==> src/rtl/adc_sat_pkg.sv <==
package adc_sat_pkg;

  typedef enum logic [1:0] {
    POL_WRAP = 2'd0,
    POL_USAT = 2'd1,
    POL_SSAT = 2'd2,
    POL_RSVD = 2'd3
  } sat_policy_e;

endpackage

==> src/rtl/adc_sat_raw.sv <==
module adc_sat_raw #(
  parameter int WIDTH = 8
) (
  input  logic [WIDTH-1:0] op_a,
  input  logic [WIDTH-1:0] op_b,
  input  logic             cin_eff,
  output logic [WIDTH-1:0] raw_sum,
  output logic             raw_carry,
  output logic             raw_ovf
);

  localparam int MSB = WIDTH - 1;

  logic [WIDTH:0] ext_sum;

  always_comb begin
    ext_sum   = {1'b0, op_a} + {1'b0, op_b} + {{WIDTH{1'b0}}, cin_eff};
    raw_sum   = ext_sum[MSB:0];
    raw_carry = ext_sum[WIDTH];
    raw_ovf   = (op_a[MSB] == op_b[MSB]) && (raw_sum[MSB] != op_a[MSB]);
  end

endmodule

==> src/rtl/adc_sat_clamp.sv <==
module adc_sat_clamp
  import adc_sat_pkg::*;
#(
  parameter int WIDTH = 8
) (
  input  logic [WIDTH-1:0] raw_sum,
  input  logic             raw_carry,
  input  logic             raw_ovf,
  input  logic             ops_neg,
  input  sat_policy_e      policy,
  output logic [WIDTH-1:0] final_sum
);

  localparam logic [WIDTH-1:0] UMAX = {WIDTH{1'b1}};
  localparam logic [WIDTH-1:0] SMAX = {1'b0, {(WIDTH-1){1'b1}}};
  localparam logic [WIDTH-1:0] SMIN = {1'b1, {(WIDTH-1){1'b0}}};

  always_comb begin
    case (policy)
      POL_USAT: final_sum = raw_carry ? UMAX : raw_sum;
      POL_SSAT: final_sum = raw_ovf ? (ops_neg ? SMIN : SMAX) : raw_sum;
      default:  final_sum = raw_sum;
    endcase
  end

endmodule

==> src/rtl/adc_sat_adder.sv <==
module adc_sat_adder
  import adc_sat_pkg::*;
#(
  parameter int WIDTH = 8
) (
  input  logic             clk,
  input  logic             rst_n,
  input  logic [WIDTH-1:0] a_i,
  input  logic [WIDTH-1:0] b_i,
  input  logic             cin_i,
  input  logic             use_cin_i,
  input  logic [1:0]       mode_i,
  output logic [WIDTH-1:0] sum_o,
  output logic             carry_o,
  output logic             ovf_o,
  output logic             zero_o
);

  logic             cin_eff;
  logic [WIDTH-1:0] raw_sum;
  logic             raw_carry;
  logic             raw_ovf;
  logic [WIDTH-1:0] final_sum;
  sat_policy_e      policy;

  logic [WIDTH-1:0] sum_d,   sum_q;
  logic             carry_d, carry_q;
  logic             ovf_d,   ovf_q;
  logic             zero_d,  zero_q;

  assign cin_eff = use_cin_i & cin_i;
  assign policy  = sat_policy_e'(mode_i);

  adc_sat_raw #(.WIDTH(WIDTH)) u_raw (
    .op_a      (a_i),
    .op_b      (b_i),
    .cin_eff   (cin_eff),
    .raw_sum   (raw_sum),
    .raw_carry (raw_carry),
    .raw_ovf   (raw_ovf)
  );

  adc_sat_clamp #(.WIDTH(WIDTH)) u_clamp (
    .raw_sum   (raw_sum),
    .raw_carry (raw_carry),
    .raw_ovf   (raw_ovf),
    .ops_neg   (a_i[WIDTH-1]),
    .policy    (policy),
    .final_sum (final_sum)
  );

  always_comb begin
    sum_d   = final_sum;
    carry_d = raw_carry;
    ovf_d   = raw_ovf;
    zero_d  = (final_sum == '0);
  end

  always_ff @(posedge clk or negedge rst_n) begin
    if (!rst_n) begin
      sum_q   <= '0;
      carry_q <= 1'b0;
      ovf_q   <= 1'b0;
      zero_q  <= 1'b1;
    end else begin
      sum_q   <= sum_d;
      carry_q <= carry_d;
      ovf_q   <= ovf_d;
      zero_q  <= zero_d;
    end
  end

  assign sum_o   = sum_q;
  assign carry_o = carry_q;
  assign ovf_o   = ovf_q;
  assign zero_o  = zero_q;

endmodule

==> config.mk <==
export PLATFORM = sky130hd
export DESIGN_NAME = adc_sat_adder
export DESIGN_NICKNAME = d
export VERILOG_FILES = /design/src/rtl/adc_sat_pkg.sv /design/src/rtl/adc_sat_raw.sv /design/src/rtl/adc_sat_clamp.sv /design/src/rtl/adc_sat_adder.sv
export SDC_FILE = /design/constraint.sdc
export NUM_CORES = 1
export LEC_CHECK = 0
export CORE_UTILIZATION = 50
export DETAILED_ROUTE_END_ITERATION = 7
export DONT_BUFFER_PORTS = 1
export PLACE_DENSITY = 0.71
export SLEW_MARGIN = 5
export SYNTH_ARGS = -nofsm -noshare
export SYNTH_HDL_FRONTEND = slang
export SYNTH_SLANG_ARGS = --single-unit
==> constraint.sdc <==
create_clock -name clk -period 0.8 [get_ports clk]
set_input_delay 0.12 -clock clk [delete_from_list [all_inputs] [get_ports clk]]
set_output_delay 0.12 -clock clk [all_outputs]
set_load 0.01 [all_outputs]
# Yosys cells after proc, flatten, opt, wreduce, memory -nomap -nowiden
# Cells that the tools add are included.
dict set report word_totals {
  reg_bits 11
  in_bits 22
  output_inout_bits 11
}
dict set report op_classes {
  n_addsub 2
  eq_ne 4
  mux 4
  bitwise_logic 1
  n_reduce_logical 2
}
# cell n
set ops {}
lappend ops {{8-bit two-way mux} 3}
lappend ops {{8-bit one-hot mux with 2 select lines} 1}
lappend ops {{8-bit by 8-bit adder with 9-bit output} 1}
lappend ops {{9-bit by 1-bit adder with 9-bit output} 1}
lappend ops {{8-bit logical NOT} 1}
lappend ops {{2-bit by 1-bit equality test with 1-bit output, second input constant} 1}
lappend ops {{2-bit equality test, second input constant} 1}
lappend ops {{1-bit AND} 1}
lappend ops {{1-bit equality test} 1}
lappend ops {{1-bit logical AND} 1}
lappend ops {{1-bit != test} 1}

# Longest topological paths before layout
# Gate-level depths: netlist of run 1.
dict set report logic_depth {
  depth_word 7
  depth_mapped 9
}

# Cells and area by module
# A second synthesis of run 1 with hierarchy kept.
dict set report hier_totals {
  hier_cells 82
  area_unflattened_um2 803.3
}
# mod instances cells_per_inst area_each_um2 seq_area_each_um2
set modules_own_cells {}
lappend modules_own_cells {adc_sat_raw 1 42 336.6 0.0}
lappend modules_own_cells {adc_sat_adder 1 15 301.5 276.5}
lappend modules_own_cells {adc_sat_clamp 1 25 165.2 0.0}

# Worst setup path after synthesis of run 1
# Ideal clock, no wire load.
dict set report synth_timing {
  kind {in2reg}
  startpoint {input a_i[0]}
  endpoint {register zero_q (netlist: zero_o)}
  t_arrival_ps 2004
  setup_slack_ps -1290
  path_stages 9
  cell_sequence {inv_1 fa_1 fa_1 and2b_1 o211ai_1 o21ai_0 a41oi_1 a211oi_2 a211oi_2}
}
dict set report synth_between {
  elab_chain_len 7
  word_cells_on_any_way 8
  cone_classes {2 x add/sub; 1 x eq/ne; 3 x mux; 2 x reduce/logical}
}
# element line_no
set synth_rtl {}
lappend synth_rtl {{start: declaration} adc_sat_adder.sv:8} ;# input logic [WIDTH-1:0] a_i,
lappend synth_rtl {{8-bit by 8-bit adder with 9-bit output (*)} adc_sat_raw.sv:17} ;# ext_sum = {1'b0, op_a} + {1'b0, op_b} + {{WIDTH{1'b0}}, cin_eff};
lappend synth_rtl {{9-bit by 1-bit adder with 9-bit output (*)} adc_sat_raw.sv:17}
lappend synth_rtl {{1-bit != test} adc_sat_raw.sv:20} ;# raw_ovf = (op_a[MSB] == op_b[MSB]) && (raw_sum[MSB] != op_a[MSB]);
lappend synth_rtl {{1-bit logical AND} adc_sat_raw.sv:20}
lappend synth_rtl {{8-bit two-way mux} adc_sat_clamp.sv:21} ;# POL_SSAT: final_sum = raw_ovf ? (ops_neg ? SMIN : SMAX) : raw_sum;
lappend synth_rtl {{8-bit one-hot mux with 2 select lines (*)} adc_sat_clamp.sv:19} ;# case (policy)
lappend synth_rtl {{named net final_sum[7]} adc_sat_adder.sv:23} ;# logic [WIDTH-1:0] final_sum;
lappend synth_rtl {{8-bit logical NOT (*)} adc_sat_adder.sv:56} ;# zero_d = (final_sum == '0);
lappend synth_rtl {{named net zero_d} adc_sat_adder.sv:29} ;# logic zero_d, zero_q;
lappend synth_rtl {{end signal: assignment} adc_sat_adder.sv:69} ;# zero_q <= zero_d;
lappend synth_rtl {{end: declaration} adc_sat_adder.sv:29}
# Mark *: on every way through the listed nets, which the timed path passes. The rest lies on a longest branch.

# Worst setup path after layout of run 1
# Same ends and word-level chain as after synthesis.

==> results.cfg, run 1 <==
[pwr]
p_clk_frac = 0.164
p_seq_frac = 0.336
swShare = 0.364
power.net_switching_uw = 818
p_leak_uw = 0.000703
ir_drop_mv = 0.845
p_comb_frac = 0.500
p_int_uw = 1430
powerDensity_nw_per_um2 = 1520

[final_layout]
final_core_util = 0.822
seqCellArea_um2 = 277
drive_above_1_share = 0.481
multi_input_area_um2 = 743
antennaDiodeCount = 0
fillCellCount = 103
area_growth_pct = 46.4
num-nets-final = 190
fin_cells = 181

[grt]
grt_pass1_wl_um = 4330
grt_overflow = 0
grt_pass1_vias = 1007
antenna_found_initial = 0
grt_usage = 0.280
grt_max_degree = 12

[sta]
fin_hold_ws_ps = 103
finalSetupViolCount = 12
hold_viol = 0
fin_crit_sh = 2.36
rsz0062_at_grt = true
final.setup.tns_ps = -11310
setup_ws_ps = -1080
slew_headroom = 0.685
min_period_ps = 1880
max_freq_ghz = 0.531
slew_violations = 0
tightestPinTransition_ps = 470

[run_status]
status = finished with violations
violations = negative setup slack

[setup_path]
path_class = primary input to register
critical-path-max-stage-delay_ps = 400
start_kind = primary input
critPathCaptureType = register
critPathSlowestCell = fa_2
crit_required_ps = 980
startpoint = a_i[0]
crit_fanout = 3
cp.arrival_ps = 2060
crit_chain = inv_8 -> fa_2 -> fa_2 -> and2b_1 -> o211ai_1 -> o21ai_2 -> a41oi_2 -> a211oi_2 -> a211oi_2

[detailed_routing]
routedWlPerCell_um = 18.9
drt-initial-drc-count = 49
drc = 0
firstDrtPassIters = 5
vias_per_cell = 6.29
wirelength_um = 3430
vias = 1138
drtAntennaViolNets = 0

[clocking]
cts_root_buf = clkbuf_4
clockBufferDepth = 2
cts_buffers = 3
cts_max_level = 1
cts_tree = done
clkSlewWorstSetupHoldPaths_ps = 70
cts_num_sinks = 11

[yosys]
synth-main-ff-cell = dfrtp_1
ys_async_sr_fraction = 1.00
syn_area_per_cell_um2 = 9.46
syn_area_um2 = 1010
synth_cells = 107
syn-num-nets = 140
synth_cell_types = 42
ys_seq_area_frac = 0.273
yosys_warnings = 0
synth_edf_count = 0
ys_ff_latch = 11

[place]
place.gp.congestion = 0.856
dp_cells = 170
numPortBuffers = 0
place_ws_ps = -1300
place_hpwl_um = 2080

[die]
dieArea_um2 = 2210
die_h_um = 47.0
io_pins = 33
core_um2 = 1800
die_w_um = 47.0
row_count = 15
start_util = 0.562

[hold_path]
min_from = a_i[7]
hold_path_class = primary input to register

[flow_run]
maxCapViolations = 0
## stage by stage
| step | total power (µW) | instance area, µm² |
|---|---|---|
| 2_1_floorplan | 1300 | 1030 |
| 3_3_place_gp | 1640 | 1350 |
| 3_5_place_dp | 1680 | 1350 |
| 4_1_cts | 2110 | 1440 |
| 5_1_grt | 2390 | 1480 |
| 6_report | 2250 | 1480 |
## worst paths after layout
check / end / slack, ps / cells after the start
setup / recovery: zero_o / -1080 / 9
hold / removal: ovf_o / 100 / 2
max in group asynchronous: zero_o / 210 / 1
min in group asynchronous: ovf_o / 250 / 1
## routing by layer
metal  wire length (µm)  GRT usage
met1               1210      0.308
met2               1730      0.514
met3                279     0.0462
met4                206      0.143
met5                  0          0
## Yosys cell counts (4+ instances only)
cell type	count	area, µm²
dfrtp_1	10	250
nand2b_1	4	25.0
a21oi_1	7	35.0
ha_1	9	113
nor2_1	5	18.8
o21ai_0	9	45.0
nand2_1	5	18.8
inv_1	11	41.3
o21ai_1	4	20.0
## area by class of cell
cell class / instances / share of cell area
repair buffers: 46 / 0.240
well taps: 25 / 0.0211
multi-input cells: 84 / 0.502
flip-flops and latches: 11 / 0.187
inverters: 11 / 0.0329
clock buffers: 4 / 0.0177
## sequential cells by signal, summed over array words and instances (netlist names)
| name | flops |
|---|---|
| sum_o | 8 |
| carry_o | 1 |
| ovf_o | 1 |
| zero_o | 1 |
## placed cells by master, fill, tap and decap left out, types with 2 or more instances in the layout
cell	n
o211ai_1	2
and2_1	2
nor3_1	2
nand2_1	4
nand2b_1	4
a21o_1	2
o21a_1	2
ha_1	9
o21ai_2	3
a21oi_1	5
o21ai_1	4
fa_2	2
nand3b_1	2
dfrtp_1	10
o21ai_0	7
nor2_1	5
a211oi_2	3
inv_2	2
clkbuf_4	3
a21oi_2	2
xnor2_1	2
buf_4	43
inv_1	8
buf_6	2
## cell families (layout without fill, tap and decap cells)
| group | after synthesis | in the layout | share of synthesized area |
|---|---|---|---|
| AOI/OAI and AO/OA | 41 | 41 | 0.324 |
| and+or+nand+nor | 30 | 30 | 0.183 |
| buffers and inverters | 12 | 61 | 0.0519 |
| adders and majority gates | 11 | 11 | 0.151 |
| DFF | 11 | 11 | 0.273 |
| xor gates and xnor gates | 2 | 2 | 0.0173 |
## worst max-delay path, delay by kind of cell
family          cells  cell delay (ps)
compound gates      5              920
fa+ha+maj           2              770
simple gates        1              220
buf+inv             1               10
## power by group through the flow
stage / combinational [µW] / clock, µW / sequential (µW)
6_report: 1120 / 368 / 756
4_1_cts: 1000 / 356 / 751
5_1_grt: 1200 / 418 / 773
3_5_place_dp: 923 / 0 / 762
2_1_floorplan: 546 / 0 / 752
3_3_place_gp: 887 / 0 / 757
## repair_timing
| item | CTS | global route |
|---|---|---|
| hold buffers | 1 | 0 |
| resized for setup | 9 | 5 |
| pin swaps | 8 | 2 |
| hold endpoints to repair | 11 | 0 |
| setup buffers | 3 | 4 |
| endpoints found under the setup margin | 12 | 22 |
| cloned | 0 | 0 |
No activity file was read; power rests on OpenSTA's default activity.
==> run 2: changes to the inputs <==
CORE_UTILIZATION = 45   (was 50)
PLACE_DENSITY = 0.66   (was 0.71)
==> results.cfg, run 2 (synthesis gave the netlist of run 1 again) <==
[run_status]
status = finished with violations
violations = negative setup slack

[detailed_routing]
drc = 0
drt-initial-drc-count = 19
routedWlPerCell_um = 14.3
drtAntennaViolNets = 0
wirelength_um = 2610
firstDrtPassIters = 4
vias = 995
vias_per_cell = 5.44

[grt]
grt_usage = 0.200
grt_pass1_vias = 939
antenna_found_initial = 0
grt_max_degree = 12
grt_overflow = 0
grt_pass1_wl_um = 3890

[final_layout]
layout_common_cells = buf_4 (40), dfrtp_1 (10), ha_1 (9), inv_1 (8), o21ai_0 (7)
antennaDiodeCount = 0
drive_above_1_share = 0.494
area_growth_pct = 50.3
final_core_util = 0.745
largest_register_ffs = 8
design_area_um2 = 1520
final_common_cell = buf_4
num-nets-final = 190
fillCellCount = 142

[sta]
fin_crit_sh = 2.31
rsz0062_at_grt = true
fin_hold_ws_ps = 33.6
slew_headroom = 0.693
hold_viol = 0
min_period_ps = 1850
tightestPinTransition_ps = 458
setup_ws_ps = -1050
max_freq_ghz = 0.540
slew_violations = 0
finalSetupViolCount = 12

[die]
row_count = 16
die_w_um = 49.4
io_pins = 33
dieArea_um2 = 2440
start_util = 0.496
die_h_um = 49.4
core_um2 = 2040

[hold_path]
hold_path_class = primary input to register
min_from = a_i[7]

[setup_path]
crit_fanout = 3
start_kind = primary input
cp_common_cell = fa_2
path_class = primary input to register
critPathSlowestCell = fa_2
crit_chain = inv_8 -> fa_2 -> fa_2 -> nand2b_1 -> o21ai_1 -> o2111ai_1 -> a21oi_2 -> nand4_2 -> a211oi_2
critical-path-max-stage-delay_ps = 400
crit_required_ps = 980
cp.arrival_ps = 2030
critPathCaptureType = register
startpoint = a_i[0]

[clocking]
cts_buffers = 3
cts_max_level = 1
cts_root_buf = clkbuf_4
cts_tree = done
cts_num_sinks = 11
clkSlewWorstSetupHoldPaths_ps = 70
clockBufferDepth = 2

[pwr]
powerDensity_nw_per_um2 = 1450
p_leak_uw = 0.000717
ir_drop_mv = 1.05

[place]
place.gp.congestion = 0.863
postPlaceCellArea_um2 = 1350
place_hpwl_um = 1910
numPortBuffers = 0

[flow_run]
maxCapViolations = 0
-- run 2: cell counts in the layout (fill, tap and decap cells not counted) --
No cell type changed its count.
-- run 2: power by group --
part	switching (µW)	internal [µW]	total, µW
registers	90.3	662	752
logic	505	589	1090
clock network	165	192	358
total	760	1440	2200
-- run 2: worst max-delay path: cells and delay by family --
| family | cells | cell delay [ps] |
|---|---|---|
| AOI/OAI and AO/OA | 4 | 800 |
| adders and majority gates | 2 | 770 |
| and+or+nand+nor | 2 | 330 |
| buffers and inverters | 1 | 10 |
-- run 2: stage by stage --
stage	power, µW	setup TNS, ps	cells	worst slack [ps]
after floorplan	1300	-10630	107	-1110
after global placement	1640	-11740	172	-1210
after detailed placement	1660	-12360	172	-1290
after CTS	2080	-9860	181	-1000
after global routing	2340	-11080	183	-1090
final	2200	-10550	183	-1050
-- run 2: layout make-up --
class,instances,area [µm²],share of cell area
multi-input cells,84,769,0.506
inverters,11,48.8,0.0321
clock buffers,4,26.3,0.0173
well taps,27,33.8,0.0222
flip-flops and latches,11,277,0.182
repair buffers,46,367,0.241
-- run 2: what timing repair did --
action                                 CTS  global route
pin swaps                                8             7
setup buffers                            4             2
setup endpoints to repair               12            12
endpoints found under the hold margin   11             0
hold buffers                             1             0
resized for setup                        8            13
-- run 2: per-layer routing --
metal  wire (µm)  global-route usage
met1        1150               0.274
met2        1350               0.347
met3         102             0.00935
met4           8              0.0429
met5           0                   0
-- run 2: path summary, 6_finish.rpt --
path / end / slack, ps / depth (start not counted)
max: zero_o / -1050 / 9
min: ovf_o / 30 / 2
max in group asynchronous: zero_o / 220 / 1
min in group asynchronous: carry_o / 240 / 1
